--- src/rtl/rtc_pin_pkg.sv ---
package rtc_pin_pkg;

  localparam int SEL_W = 4;

  // Divider bit whose toggling yields the rate of a select code (codes 2..15).
  function automatic int tap_of(input logic [SEL_W-1:0] code);
    int t;
    case (code)
      4'd2:    t = 2;
      4'd3:    t = 4;
      default: t = (code >= 4'd4) ? int'(code) + 4 : 0;
    endcase
    return t;
  endfunction

endpackage

--- src/rtl/rtc_fout_div.sv ---
module rtc_fout_div #(
  parameter int DIV_W = 20
) (
  input  logic                          clk_32k,
  input  logic                          rst_n,
  input  logic [rtc_pin_pkg::SEL_W-1:0] freq_sel,
  output logic [rtc_pin_pkg::SEL_W-1:0] sel_q,
  output logic [DIV_W-1:0]              div_cnt
);
  import rtc_pin_pkg::*;

  logic [SEL_W-1:0] sel_nx;
  logic [DIV_W-1:0] cnt_nx;
  logic             sel_chg;

  assign sel_chg = (freq_sel != sel_q);

  always_comb begin
    sel_nx = sel_q;
    cnt_nx = div_cnt + 1'b1;
    if (sel_chg) begin
      sel_nx = freq_sel;
      cnt_nx = '0;
    end
  end

  always_ff @(posedge clk_32k or negedge rst_n) begin
    if (!rst_n) begin
      sel_q   <= SEL_W'(1);
      div_cnt <= '0;
    end else begin
      sel_q   <= sel_nx;
      div_cnt <= cnt_nx;
    end
  end

endmodule

--- src/rtl/rtc_fout_pick.sv ---
module rtc_fout_pick #(
  parameter int DIV_W = 20
) (
  input  logic                          clk_32k,
  input  logic [rtc_pin_pkg::SEL_W-1:0] sel_q,
  input  logic [DIV_W-1:0]              div_cnt,
  output logic                          fout_oe
);
  import rtc_pin_pkg::*;

  localparam int TAP_W = (DIV_W > 1) ? $clog2(DIV_W) : 1;

  logic [TAP_W-1:0] tap_idx;
  int               tap;

  always_comb begin
    tap = tap_of(sel_q);
    if (tap > DIV_W - 1) tap = DIV_W - 1;
    tap_idx = TAP_W'(tap);
    if (sel_q == SEL_W'(1)) fout_oe = ~clk_32k;
    else                    fout_oe = div_cnt[tap_idx];
  end

endmodule

--- src/rtl/rtc_alarm_sig.sv ---
module rtc_alarm_sig #(
  parameter int PULSE_CYC = 8192,
  parameter int PCNT_W    = $clog2(PULSE_CYC + 1)
) (
  input  logic              clk_32k,
  input  logic              rst_n,
  input  logic              pulse_mode,
  input  logic              match_stb,
  input  logic              flag_clr,
  output logic              alarm_flag,
  output logic [PCNT_W-1:0] pulse_cnt
);

  logic              flag_nx;
  logic [PCNT_W-1:0] pcnt_nx;
  logic              pcnt_en;

  always_comb begin
    flag_nx = alarm_flag;
    if (match_stb)     flag_nx = 1'b1;
    else if (flag_clr) flag_nx = 1'b0;
  end

  assign pcnt_en = (match_stb && pulse_mode) || (pulse_cnt != '0);

  always_comb begin
    if (match_stb && pulse_mode) pcnt_nx = PCNT_W'(PULSE_CYC);
    else                         pcnt_nx = pulse_cnt - 1'b1;
  end

  always_ff @(posedge clk_32k or negedge rst_n) begin
    if (!rst_n) begin
      alarm_flag <= 1'b0;
      pulse_cnt  <= '0;
    end else begin
      alarm_flag <= flag_nx;
      if (pcnt_en) pulse_cnt <= pcnt_nx;
    end
  end

endmodule

--- src/rtl/rtc_pin_ctrl.sv ---
module rtc_pin_ctrl #(
  parameter int DIV_W     = 20,
  parameter int PULSE_CYC = 8192
) (
  input  logic       clk_32k,
  input  logic       rst_n,
  input  logic [3:0] freq_sel,
  input  logic       pulse_mode,
  input  logic       bat_mute,
  input  logic       on_battery,
  input  logic       match_stb,
  input  logic       flag_clr,
  output logic       pin_oe,
  output logic       alarm_flag
);
  import rtc_pin_pkg::*;

  localparam int PCNT_W = $clog2(PULSE_CYC + 1);

  logic [SEL_W-1:0]  act_sel;
  logic [DIV_W-1:0]  div_cnt;
  logic [PCNT_W-1:0] pulse_cnt;
  logic              fout_oe;
  logic              alarm_oe;
  logic              muted;

  rtc_fout_div #(.DIV_W(DIV_W)) u_div (
    .clk_32k (clk_32k),
    .rst_n   (rst_n),
    .freq_sel(freq_sel),
    .sel_q   (act_sel),
    .div_cnt (div_cnt)
  );

  rtc_fout_pick #(.DIV_W(DIV_W)) u_pick (
    .clk_32k(clk_32k),
    .sel_q  (act_sel),
    .div_cnt(div_cnt),
    .fout_oe(fout_oe)
  );

  rtc_alarm_sig #(.PULSE_CYC(PULSE_CYC), .PCNT_W(PCNT_W)) u_alm (
    .clk_32k   (clk_32k),
    .rst_n     (rst_n),
    .pulse_mode(pulse_mode),
    .match_stb (match_stb),
    .flag_clr  (flag_clr),
    .alarm_flag(alarm_flag),
    .pulse_cnt (pulse_cnt)
  );

  assign alarm_oe = pulse_mode ? (pulse_cnt != '0) : alarm_flag;
  assign muted    = bat_mute & on_battery;

  always_comb begin
    if (muted)                pin_oe = 1'b0;
    else if (act_sel != '0)   pin_oe = fout_oe;
    else                      pin_oe = alarm_oe;
  end

endmodule

--- config.mk ---
export PLATFORM = sky130hd
export DESIGN_NAME = rtc_pin_ctrl
export DESIGN_NICKNAME = d
export VERILOG_FILES = /design/src/rtl/rtc_pin_pkg.sv /design/src/rtl/rtc_fout_div.sv /design/src/rtl/rtc_fout_pick.sv /design/src/rtl/rtc_alarm_sig.sv /design/src/rtl/rtc_pin_ctrl.sv
export SDC_FILE = /design/constraint.sdc
export NUM_CORES = 1
export LEC_CHECK = 0
export ABC_AREA = 1
export BUFFER_PORTS_ARGS = -buffer_cell sky130_fd_sc_hd__buf_2
export CAP_MARGIN = 20
export CORE_MARGIN = 8
export CORE_UTILIZATION = 37
export CTS_CLUSTER_DIAMETER = 50
export DETAILED_ROUTE_END_ITERATION = 6
export GPL_TIMING_DRIVEN = 0
export PLACE_DENSITY = 0.5
export SETUP_SLACK_MARGIN = 0.2
export SYNTH_ARGS = -nofsm -noshare
export SYNTH_HDL_FRONTEND = slang
export SYNTH_SLANG_ARGS = --single-unit
--- constraint.sdc ---
create_clock -name clk_32k -period 3.5 [get_ports clk_32k]
set_clock_uncertainty 0.1 [all_clocks]
set_input_delay 0.875 -clock clk_32k [delete_from_list [all_inputs] [get_ports clk_32k]]
set_output_delay 0.875 -clock clk_32k [all_outputs]
set_load 0.005 [all_outputs]
Yosys cells after proc, flatten, opt, wreduce, memory -nomap -nowiden
Cells that the tools add are included.
{"block": "totals", "ff_bits": 39, "latch_bits": 0, "ram_bits": 0, "romBits": 0, "input_bits": 11, "out_inout_bits": 2, "elab_cells": 34, "mem_count": 0}
{"block": "op_classes", "n_addsub": 3, "multipliers": 0, "div_mod_pow": 0, "n_lt_le_gt_ge": 3, "eq_ne": 4, "shifts": 0, "muxes": 13, "n_bitwise": 2, "n_reduce_logical": 5}
{"op": "$pmux W32 S2", "n": 1}
{"op": "$gt A32 B6 Y1 const B", "n": 1}
{"op": "$mux W32", "n": 1}
{"op": "$add A20 B1 Y20 const B", "n": 1}
{"op": "$mux W20", "n": 1}
{"op": "$mux W14", "n": 1}
{"op": "$reduce_bool A14 Y1", "n": 1}
{"op": "$sub A14 B1 Y14 const B", "n": 1}
{"op": "$eq A4 B2 Y1 const B", "n": 2}
{"op": "$mux W1", "n": 7}
{"op": "$lt A5 B6 Y1 const B", "n": 1}
{"op": "$add A4 B3 Y5 const B", "n": 1}
{"op": "$bmux W1 S5", "n": 1}
{"op": "$mux W5", "n": 1}
{"op": "$eq A4 B1 Y1 const B", "n": 1}
{"op": "$ge A4 B3 Y1 const B", "n": 1}
{"op": "$ne A4 B4 Y1", "n": 1}
{"op": "$reduce_bool A4 Y1", "n": 1}
{"op": "$reduce_bool A2 Y1", "n": 1}
{"op": "$and A1 B1 Y1", "n": 1}
{"op": "$logic_and A1 B1 Y1", "n": 1}
{"op": "$logic_or A1 B1 Y1", "n": 1}
{"op": "$not A1 Y1", "n": 1}

Depth between registers and ports, before layout
{"block": "logic_depth", "depth_word": 10, "ltp_mapped": 16, "mapped_depth_nobuf": 16}

Hierarchy
From an unflattened synthesis, not the netlist that was laid out.
{"block": "unflattened", "hier_cells": 390, "area_unflattened_um2": 2702.6}
{"module": "rtc_fout_div", "n_inst": 1, "cells_per_inst": 164, "area_per_inst_um2": 1298.7, "seq_area_each_um2": 601.8}
{"module": "rtc_alarm_sig", "n_inst": 1, "cells_per_inst": 122, "area_per_inst_um2": 902.1, "seq_area_each_um2": 375.4}
{"module": "rtc_fout_pick", "n_inst": 1, "cells_per_inst": 79, "area_per_inst_um2": 396.6, "seq_area_each_um2": 0.0}
{"module": "rtc_pin_ctrl", "n_inst": 1, "cells_per_inst": 25, "area_per_inst_um2": 105.1, "seq_area_each_um2": 0.0}

==> flow_summary.yaml <==
final_layout:
  drive_gt1_share_pct: 18.1
  antenna_cells: 0
  nets: 347
  area_growth_pct: 17.3
worst_hold_path:
  hp-class: "flip-flop to flip-flop"
logic_synthesis:
  synth_top_cell_by_area: "dfrtp_1"
  synth_cells: 304
  ys.flop_type: "dfrtp_1"
  synth.distinct_cells: 34
  synth_top_area_share_pct: 41.6
  postSynthNetCount: 320
  synth.area.top_cells: "dfrtp_1 (42%), nand2_1 (8.1%), inv_1 (6.9%)"
  synth-async-reset-ratio_pct: 100
  yosysMostFrequentCell: "nand2_1"
  synth_warnings: 0
  synth_commonest_cells: "nand2_1 (49), inv_1 (42), dfrtp_1 (38)"
  synth-edff-count: 0
  syn_area_per_cell_sq_um: 7.51
  syn_area_sq_um: 2280
  synth-seq-area-share_pct: 42.8
  synth-seq-cells: 39
pwr:
  p_seq_share_pct: 42.9
  p_sw_mw: 0.439
  combinationalPowerShare_pct: 24.5
  swShare_pct: 32.6
  ir_drop_mv: 0.297
  power_leakage_nw: 1.25
  internal_power_mw: 0.906
  powerDensity_nw_per_um2: 503
  power.share.clock_pct: 32.5
floorplan:
  die_area_sq_um: 8940
  start_util_pct: 38.3
  die_w_um: 94.6
  coreArea_sq_um: 5960
  die_h_um: 94.6
  rows: 28
  io_pins: 13
route:
  post-route-drc-count: 0
  finalWirelength_mm: 5.03
  drt_first_pass_iters: 6
  via_per_inst: 4.86
  via_count: 1979
  drt_iter0_markers: 96
  wl_per_cell_um: 12.3
  ant_nets: 0
placement:
  dp_hpwl_mm: 3.65
  post-place-ws_ns: 0.380
  gp_congestion: 0.802
  io_buffers: 12
global_routing:
  grt_first_pass_wirelength_mm: 8.62
  grt_pass1_vias: 1956
  grt_antenna_before_repair: 0
  grt_max_degree: 40
  grt_overflow: 0
  grt.total_usage_pct: 12.3
clocking:
  cts_tree: "done"
  hold_buffers: 0
  clk_pin_slew_ns: 0.07
  worstSkewPairLatency_ns: 0.40
flow_run:
  cap_violations: 0
sta:
  slew_viol_final: 0
  max_slew_margin_pct: 39.0
  setup_slack_ns: 0.149
  tns_ns: 0
  rsz0062_at_grt: "yes"
  finalHoldViolations: 0
  tightest_slew_ns: 0.915
  setup_viol_count_final: 0
worst_setup_path:
  crit_required_ns: 2.52
  endpoint_kind: "output port"
  crit_type: "clock port to output port"
  critical_path.startpoint_type: "clock port"
  arrival_ns: 2.38
  critPathMaxFanout: 2
run_status:
  status: "complete, no violations"
-- sequential cells by signal (all words and copies together) (netlist names) --
| signal | flops |
|---|---|
| u_div.sel_q | 4 |
| u_alm.pulse_cnt | 14 |
| u_div.div_cnt | 20 |
| u_alm.alarm_flag | 1 |
-- layer usage --
layer	part of all wire, %	track usage [%]
met1	48	14.5
met2	47	19.4
met3	3.3	3.73
met4	1.9	7.28
met5	0	0
-- through the flow --
| stage | power (mW) | util (%) | instance area (sq um) | std cells | hold WS [ns] |
|---|---|---|---|---|---|
| after global placement | 0.904 | 40.9 | 2440 | 391 | 0.358 |
| after detailed placement | 0.906 | 40.9 | 2440 | 391 | 0.364 |
| after floorplan | 0.832 | - | 2280 | 304 | 0.340 |
| after global routing | 1.45 | 45.0 | 2680 | 407 | 0.388 |
| final | 1.35 | 45.0 | 2680 | 407 | 0.376 |
| after CTS | 1.36 | 44.2 | 2630 | 405 | 0.377 |
-- area by class of cell --
class / count / area, sq um
Fill cell: 632 / 3280
Multi-Input combinational cell: 207 / 1150
Sequential cell: 39 / 977
Inverter: 53 / 199
Clock buffer: 12 / 146
Timing Repair Buffer: 16 / 96.3
Tap cell: 75 / 93.8
Buffer: 5 / 18.8
-- kinds of logic (layout without fill, tap and decap cells) --
family | Yosys count | after routing | synth area share [%]
AO/OA/AOI/OAI | 55 | 55 | 13.2
XOR/XNOR | 8 | 8 | 3.07
adder cells (fa/ha/maj) | 5 | 5 | 2.74
buffers and inverters | 58 | 86 | 9.53
flip-flops | 39 | 39 | 42.8
AND/OR/NAND/NOR | 139 | 139 | 28.7
-- path summary, 6_finish.rpt --
check                                    start                  end  slack [ns]  cells past startpoint
max                                    clk_32k               pin_oe        0.15                      6
min                        u_alm.pulse_cnt[10]  u_alm.pulse_cnt[10]        0.38                      1
max reg2reg                   u_div.div_cnt[0]    u_div.div_cnt[16]        1.35                     14
min reg2reg                u_alm.pulse_cnt[10]  u_alm.pulse_cnt[10]        0.38                      1
max in group asynchronous                rst_n       u_div.sel_q[3]        2.22                      1
min in group asynchronous                rst_n     u_div.div_cnt[4]        0.49                      1
-- worst max-delay path, cell delays in order --
cell	delay [ns]
clkbuf_8	0.11
clkbuf_8	0.12
o21ai_2	0.09
nand2_1	0.06
a21oi_1	0.12
buf_2	0.13
-- power groups by stage --
stage          Clock, mW  Combinational [mW]  Sequential (mW)
4_1_cts            0.457               0.326            0.577
2_1_floorplan    0.00250               0.256            0.573
3_3_place_gp     0.00394               0.314            0.586
5_1_grt            0.477               0.388            0.587
3_5_place_dp     0.00395               0.317            0.585
6_report           0.437               0.330            0.578
-- cell usage in the layout (no fill, tap or decap), types with 2 or more instances in the layout --
cell type	count
clkbuf_1	6
ha_1	4
nor4_1	2
o21a_1	3
xor2_1	5
o2111ai_1	2
nand3_2	4
nand2_2	4
buf_2	12
nand4_1	3
a21oi_1	24
dfrtp_1	38
nor2_1	34
nand3_1	24
xnor2_1	3
o21ai_0	10
nor3_1	8
inv_2	12
inv_1	39
nand2_1	47
clkinv_1	2
nor3_4	2
nand2_4	2
clkbuf_8	10
o21ai_1	10
nor2_2	2
o21bai_1	2
buf_4	4
-- timing repair --
action                     in CTS  in global routing
resized for setup               8                  9
setup endpoints to repair       2                  2
pin swaps                       3                  8
setup buffers                   3                  2
No activity file was read; power rests on OpenSTA's default activity.
